$ cat src/rtl/pae_walker.sv
module pae_walker #(
  parameter int PA_W = 36
) (
  input  logic            clk,
  input  logic            rst_n,
  input  logic            req_valid,
  output logic            req_ready,
  input  logic [31:0]     req_lin,
  input  logic [31:0]     req_cr3,
  input  logic            pae_en,
  output logic            mem_rd,
  output logic [PA_W-1:0] mem_addr,
  input  logic            mem_rvalid,
  input  logic [63:0]     mem_rdata,
  output logic            rsp_valid,
  input  logic            rsp_ready,
  output logic [PA_W-1:0] rsp_pa,
  output logic [1:0]      rsp_fault,
  output logic            rsp_large
);

  typedef enum logic [1:0] {S_IDLE, S_ISSUE, S_WAIT, S_DONE} st_t;

  st_t              st;
  logic [1:0]       lvl;
  logic [31:0]      lin_q;
  logic [26:0]      base_q;
  logic [PA_W-1:12] frm_q;
  logic [PA_W-1:0]  pa_q;
  logic [1:0]       fault_q;
  logic             large_q;

  assign req_ready = (st == S_IDLE);
  assign mem_rd    = (st == S_ISSUE);
  assign rsp_valid = (st == S_DONE);
  assign rsp_pa    = pa_q;
  assign rsp_fault = fault_q;
  assign rsp_large = large_q;

  always_comb begin
    case (lvl)
      2'd0:    mem_addr = {{(PA_W-32){1'b0}}, base_q, lin_q[31:30], 3'b000};
      2'd1:    mem_addr = {frm_q, lin_q[29:21], 3'b000};
      default: mem_addr = {frm_q, lin_q[20:12], 3'b000};
    endcase
  end

  always_ff @(posedge clk or negedge rst_n) begin
    if (!rst_n) begin
      st      <= S_IDLE;
      lvl     <= 2'd0;
      lin_q   <= '0;
      base_q  <= '0;
      frm_q   <= '0;
      pa_q    <= '0;
      fault_q <= 2'd0;
      large_q <= 1'b0;
    end else begin
      case (st)
        S_IDLE: if (req_valid) begin
          lin_q   <= req_lin;
          base_q  <= req_cr3[31:5];
          lvl     <= 2'd0;
          fault_q <= 2'd0;
          large_q <= 1'b0;
          if (pae_en) begin
            st <= S_ISSUE;
          end else begin
            pa_q <= {{(PA_W-32){1'b0}}, req_lin};
            st   <= S_DONE;
          end
        end
        S_ISSUE: st <= S_WAIT;
        S_WAIT: if (mem_rvalid) begin
          if (!mem_rdata[0]) begin
            fault_q <= lvl + 2'd1;
            pa_q    <= '0;
            st      <= S_DONE;
          end else if (lvl == 2'd1 && mem_rdata[7]) begin
            pa_q    <= {mem_rdata[PA_W-1:21], lin_q[20:0]};
            large_q <= 1'b1;
            st      <= S_DONE;
          end else if (lvl == 2'd2) begin
            pa_q <= {mem_rdata[PA_W-1:12], lin_q[11:0]};
            st   <= S_DONE;
          end else begin
            frm_q <= mem_rdata[PA_W-1:12];
            lvl   <= lvl + 2'd1;
            st    <= S_ISSUE;
          end
        end
        S_DONE: if (rsp_ready) st <= S_IDLE;
        default: st <= S_IDLE;
      endcase
    end
  end

  AST_READ_PULSE: assert property (@(posedge clk) disable iff (!rst_n)
    mem_rd |=> !mem_rd);
  AST_RVALID_EXPECTED: assert property (@(posedge clk) disable iff (!rst_n)
    mem_rvalid |-> (st == S_WAIT));
  AST_RSP_HOLD: assert property (@(posedge clk) disable iff (!rst_n)
    rsp_valid && !rsp_ready |=> rsp_valid && $stable(rsp_pa) && $stable(rsp_fault) && $stable(rsp_large));
  AST_BUSY_NOT_READY: assert property (@(posedge clk) disable iff (!rst_n)
    !(req_ready && rsp_valid));
  AST_FAULT_ZERO_PA: assert property (@(posedge clk) disable iff (!rst_n)
    rsp_valid && rsp_fault != 2'd0 |-> rsp_pa == '0 && !rsp_large);
  AST_PASSTHRU_NO_READ: assert property (@(posedge clk) disable iff (!rst_n)
    req_valid && req_ready && !pae_en |=> rsp_valid && !mem_rd);
  AST_PTR_LOW_SPACE: assert property (@(posedge clk) disable iff (!rst_n)
    mem_rd && lvl == 2'd0 |-> mem_addr[PA_W-1:32] == '0);
  AST_LARGE_OK: assert property (@(posedge clk) disable iff (!rst_n)
    rsp_valid && rsp_large |-> rsp_fault == 2'd0);

endmodule

$ cat config.mk
export PLATFORM = sky130hd
export DESIGN_NAME = pae_walker
export DESIGN_NICKNAME = d
export VERILOG_FILES = /design/src/rtl/pae_walker.sv
export SDC_FILE = /design/constraint.sdc
export NUM_CORES = 1
export LEC_CHECK = 0
export ABC_AREA = 1
export BUFFER_PORTS_ARGS = -buffer_cell sky130_fd_sc_hd__buf_2
export CORE_UTILIZATION = 46
export CTS_CLUSTER_SIZE = 20
export DETAILED_ROUTE_END_ITERATION = 10
export GPL_ROUTABILITY_DRIVEN = 1
export HOLD_SLACK_MARGIN = 0.08
export PLACE_DENSITY = 0.79
export SYNTH_ARGS = -nofsm -noshare
export SYNTH_HDL_FRONTEND = slang
export SYNTH_SLANG_ARGS = --single-unit
$ cat constraint.sdc
create_clock -name clk -period 1.4 [get_ports clk]
set_input_delay 0.28 -clock clk [delete_from_list [all_inputs] [get_ports clk]]
set_output_delay 0.28 -clock clk [all_outputs]
set_load 0.005 [all_outputs]
# Word level (Yosys, flattened, before mapping)
# Index checks and enable logic that the tools add are counted.
# op_classes
n_addsub	1
bitwise	2
n_mux	30
reduce_logical	11
eq_ne	15
# op_table
operator	count
two-way mux 36 bit	6
case mux 36 bit (2 select lines)	2
two-way mux 2 bit	14
!= test 2 bit, second input constant	8
AND reduction 5 bit	3
case mux 2 bit (2 select lines)	2
case mux 2 bit (4 select lines)	1
== test 2 bit, second input constant	3
AND reduction 6 bit	1
== test 2 x 1 -> 1 bit, second input constant	2
logical NOT 2 bit	2
two-way mux 1 bit	4
!= test 4 bit, second input constant	1
AND reduction 4 bit	1
AND reduction 3 bit	1
adder 2 x 1 -> 2 bit, second input constant	1
!= test 2 x 1 -> 1 bit, second input constant	1
NOT 1 bit	2
case mux 1 bit (2 select lines)	1
AND reduction 2 bit	1
nonzero test 2 bit	1
logical AND 1 bit	1
# word_totals
word_cells	67
out_inout_bits	78
in_bits	134
register_bits	126

# Logic depth before layout (Yosys ltp)
# depth
depth_word	6
ltp_mapped	10
depth_no_buf	9

# Least setup slack after synthesis
# Ideal clock, no wire load.
# synth_timing
path_kind	reg-to-output
start	register lvl[0]
end	output mem_addr[14]
t_required_ns	1.120
stages_incl_launch_ff	7
setup_slack_ns	-0.136
path_buffers	2
arrival_ns	1.256
cell_sequence	dfrtp_1 inv_1 ha_1 buf_2 buf_1 nand2_1 nand2_1
# synth_between
elab_chain_len	2
word_cells_on_any_way	3
classes_between	eq/ne (1); mux (1); reduce/logical (1)
# synth_lines
element	line_no	rtl
from (decl)	25	logic [1:0] lvl;
from (signal assigned)	88	lvl <= lvl + 2'd1;
== test 2 x 1 -> 1 bit or logical NOT 2 bit (tied branches)	41	case (lvl)
case mux 36 bit (2 select lines) *	41	
to (decl)	12	output logic [PA_W-1:0] mem_addr,
# Every way passes the cells marked *; elsewhere a longest branch is shown, timed or not.

# Final worst setup path
# layout_timing
start	register lvl[0]
end	output mem_addr[30]
# Same word-level chain as after synthesis.

==> results.yml <==
final_layout:
  area_growth_syn_to_layout_pct: 56.48
  drive_above_1_share_pct: 40.25
  final_cells: 1234
  nets: 1186
  fin_area_sq_um: 9529
min_path:
  hp-class: "primary input to flop"
place:
  io_buffers: 165
  post_dp_cell_area_sq_um: 7321
  dp_cells: 1132
  place.gp.congestion: 0.8613
  hpwl_um: 12100
timing:
  fin_ws_ns: -0.5823
  drv_slew: 0
  fin_crit_sh_pct: 141.6
  rsz0062_at_grt: "yes"
  fmax_mhz: 504.5
  setup_viol: 101
  report.final.hold_viol_count: 0
  timing.final.crit_period_ns: 1.982
  fin_skew_ns: 0.008218
drt:
  drt-pass1-iter-count: 7
  drt-wirelength-per-cell_um: 17.31
  vias: 6428
  drc: 0
  ant_nets: 0
  routed_wl_um: 21370
  drt-vias-per-instance: 5.209
  drt-initial-drc-count: 669
synthesis:
  ys_top_cells_by_area: "dfrtp_1, nand2_1, o21ai_0"
  yosysSeqAreaShare_pct: 51.78
  syn_avg_cell_area_sq_um: 7.689
  synthTopCellsByCount: "nand2_1, dfrtp_1, o21ai_0, inv_1"
  synth.distinct_cells: 28
  synth.ff_latch_count: 126
  yosys.area_share.simple_pct: 30.20
  synth_top_family_by_area: "simple AND/OR/NAND/NOR gates"
  synthXorXnorAreaFrac_pct: 0
  synth_compound_area_share_pct: 8.712
  synthArstFlopShare_pct: 100.0
  synth_fa_ha_area_share_pct: 0.6164
  synthMuxAreaShare_pct: 0
  synth_top_area_share_pct: 51.78
  syn_inst: 792
  yosysWarningCount: 0
  synth_area_sq_um: 6090
  synth_area_leader_cell: "dfrtp_1"
  synth_flop_cell: "dfrtp_1"
  synth-edff-count: 0
  synthMostInstantiatedCell: "nand2_1"
power_and_ir_drop:
  powerDensity_nw_per_um2: 2322
  internal_power_w: 0.01325
  p_leak_nw: 5.165
  power_w: 0.02212
  swShare_pct: 40.10
  sequentialPowerShare_pct: 29.6
  pwr-share-clk_pct: 20.1
  peakVddDrop_v: 0.001248
  power.switching_w: 0.008871
  power_frac_comb_pct: 50.3
clock_tree:
  cts-root-buf: "clkbuf_16"
  cts_tree: "built"
  cts_max_path_buffers: 2
  htreeDepth: 4
  cts.clk_slew.worst_paths_ns: 0.05
  numCtsBuffers: 17
  cts.sinks: 126
  clkLatencyLatePin_ns: 0.42
worst_setup_path:
  crit_chain: "inv_2 -> ha_4 -> inv_2 -> buf_12 -> o21ai_2 -> nand2_1 -> buf_2"
  end_kind: "output port"
  slowest_delay_ns: 0.43
  cp_num_buf_inv: 4
  crit_arrival_ns: 1.70
  cp.required_ns: 1.12
  cpMostUsedCell: "inv_2"
  worstSetupPathType: "flop to output port"
  critPathMaxFanout: 14
  cp_top_family: "buffers and inverters"
  crit_path_top_delay_cell: "dfrtp_2"
  start_kind: "flop"
die:
  fp.dieW_um: 117.1
  die_h_um: 117.1
  start_util_pct: 47.67
  coreArea_sq_um: 12770
  die_area_sq_um: 13700
  rows: 41
  io_pins: 212
run_status:
  status: "finished, violations left"
  violations: "setup timing"
global_route:
  grt_max_degree: 49
  grt_pass1_vias: 6014
  grt_overflow: 0
  antenna_found_initial: 3
  grt_first_pass_wirelength_um: 29680
  track_usage_pct: 29.60
job:
  max-cap-violations: 0
==> timing repair <==
item	4_1_cts	5_1_grt
pin swaps	22	41
resized for setup	106	155
cloned	9	6
setup endpoints to repair	100	126
hold buffers	35	0
setup buffers	16	13
endpoints found under the hold margin	160	0
==> cell type report <==
| cell class | instances | area (sq um) |
|---|---|---|
| sequential | 126 | 3156 |
| antenna | 1 | 2.502 |
| clock buffer | 26 | 519.2 |
| inverter | 62 | 275.3 |
| clock inverter | 5 | 77.57 |
| fill | 840 | 3244 |
| multi-input combinational | 568 | 3039 |
| timing repair buffer | 273 | 2228 |
| tap | 172 | 215.2 |
| timing repair inverter | 1 | 16.27 |
==> worst reg2reg max path: cells and delay by family (launching register included) <==
kind,cells,cell delay (ns)
adder cells (fa/ha/maj),1,0.21
buffers and inverters,4,0.48
flip-flops,1,0.38
AND/OR/NAND/NOR,6,0.62
==> flip-flops by register name (all words and copies together) (netlist names) <==
register / flops
rsp_pa: 36
lin_q: 32
base_q: 27
frm_q: 24
lvl: 2
rsp_fault: 2
st: 2
rsp_large: 1
==> cell usage in the layout, fill, tap and decap left out, drive strengths merged, types with 9 or more instances in the layout <==
cell type and instances:
clkbuf 30, nand2 419, dfrtp 126, o21ai 88, nor2 24, buf 234, nand3 16, inv 59
a22oi 9, dlygate4sd3 35
==> routing by layer <==
layer  track usage (%)  part of all wire [%]  vias up  routed length, um
met1             36.93                    40     3005               8479
met2             47.81                    47      383              10130
met4             13.25                   3.8        2                805
li1                  -                     -     2965                  -
met3             8.702                   9.1       73               1937
met5                 0                 0.047        -                 10
==> path summary, 6_finish.rpt <==
kind / start / to / slack, ns / depth (start not counted)
max in group asynchronous: rst_n / lin_q[10]$_DFFE_PN0P_ / 0.66 / 3
hold / removal: req_cr3[7] / base_q[2]$_DFFE_PN0P_ / 0.1 / 3
hold reg to reg: rsp_fault[1]$_DFFE_PN0P_ / rsp_fault[1]$_DFFE_PN0P_ / 0.47 / 2
min in group asynchronous: rst_n / frm_q[28]$_DFFE_PN0P_ / 0.25 / 2
setup reg to reg: lvl[1]$_DFFE_PN0P_ / rsp_pa[5]$_DFFE_PN0P_ / -0.35 / 11
setup / recovery: lvl[0]$_DFFE_PN0P_ / mem_addr[30] / -0.58 / 7
==> kinds of logic (layout without fill, tap and decap cells) <==
group	count (synthesis)	in the layout
simple gates	457	461
flops	126	126
buf+inv	104	367
compound gates	101	101
fa+ha+maj	3	3
other cells	1	4
==> power by group through the flow <==
stage,registers (W),clock network (W),logic [W]
3_5_place_dp,0.00626,0,0.00779
6_report,0.00654,0.00445,0.0111
3_3_place_gp,0.00623,0,0.00761
5_1_grt,0.00671,0.00462,0.0121
2_1_floorplan,0.00611,0,0.00477
4_1_cts,0.00636,0.00448,0.00966
==> metrics by stage <==
step           hold slack [ns]  util, %  setup TNS [ns]  worst slack, ns
3_5_place_dp            0.1101    57.31          -22.44          -0.3088
5_1_grt                 0.1019    74.60          -40.35          -0.6334
4_1_cts                0.08136    69.94          -37.42          -0.5516
2_1_floorplan         -0.01559        -         -0.5252         -0.02946
6_report               0.09784    74.60          -34.60          -0.5823
3_3_place_gp            0.1101    57.31          -18.03          -0.3019
(Power assumes the default switching activity.)
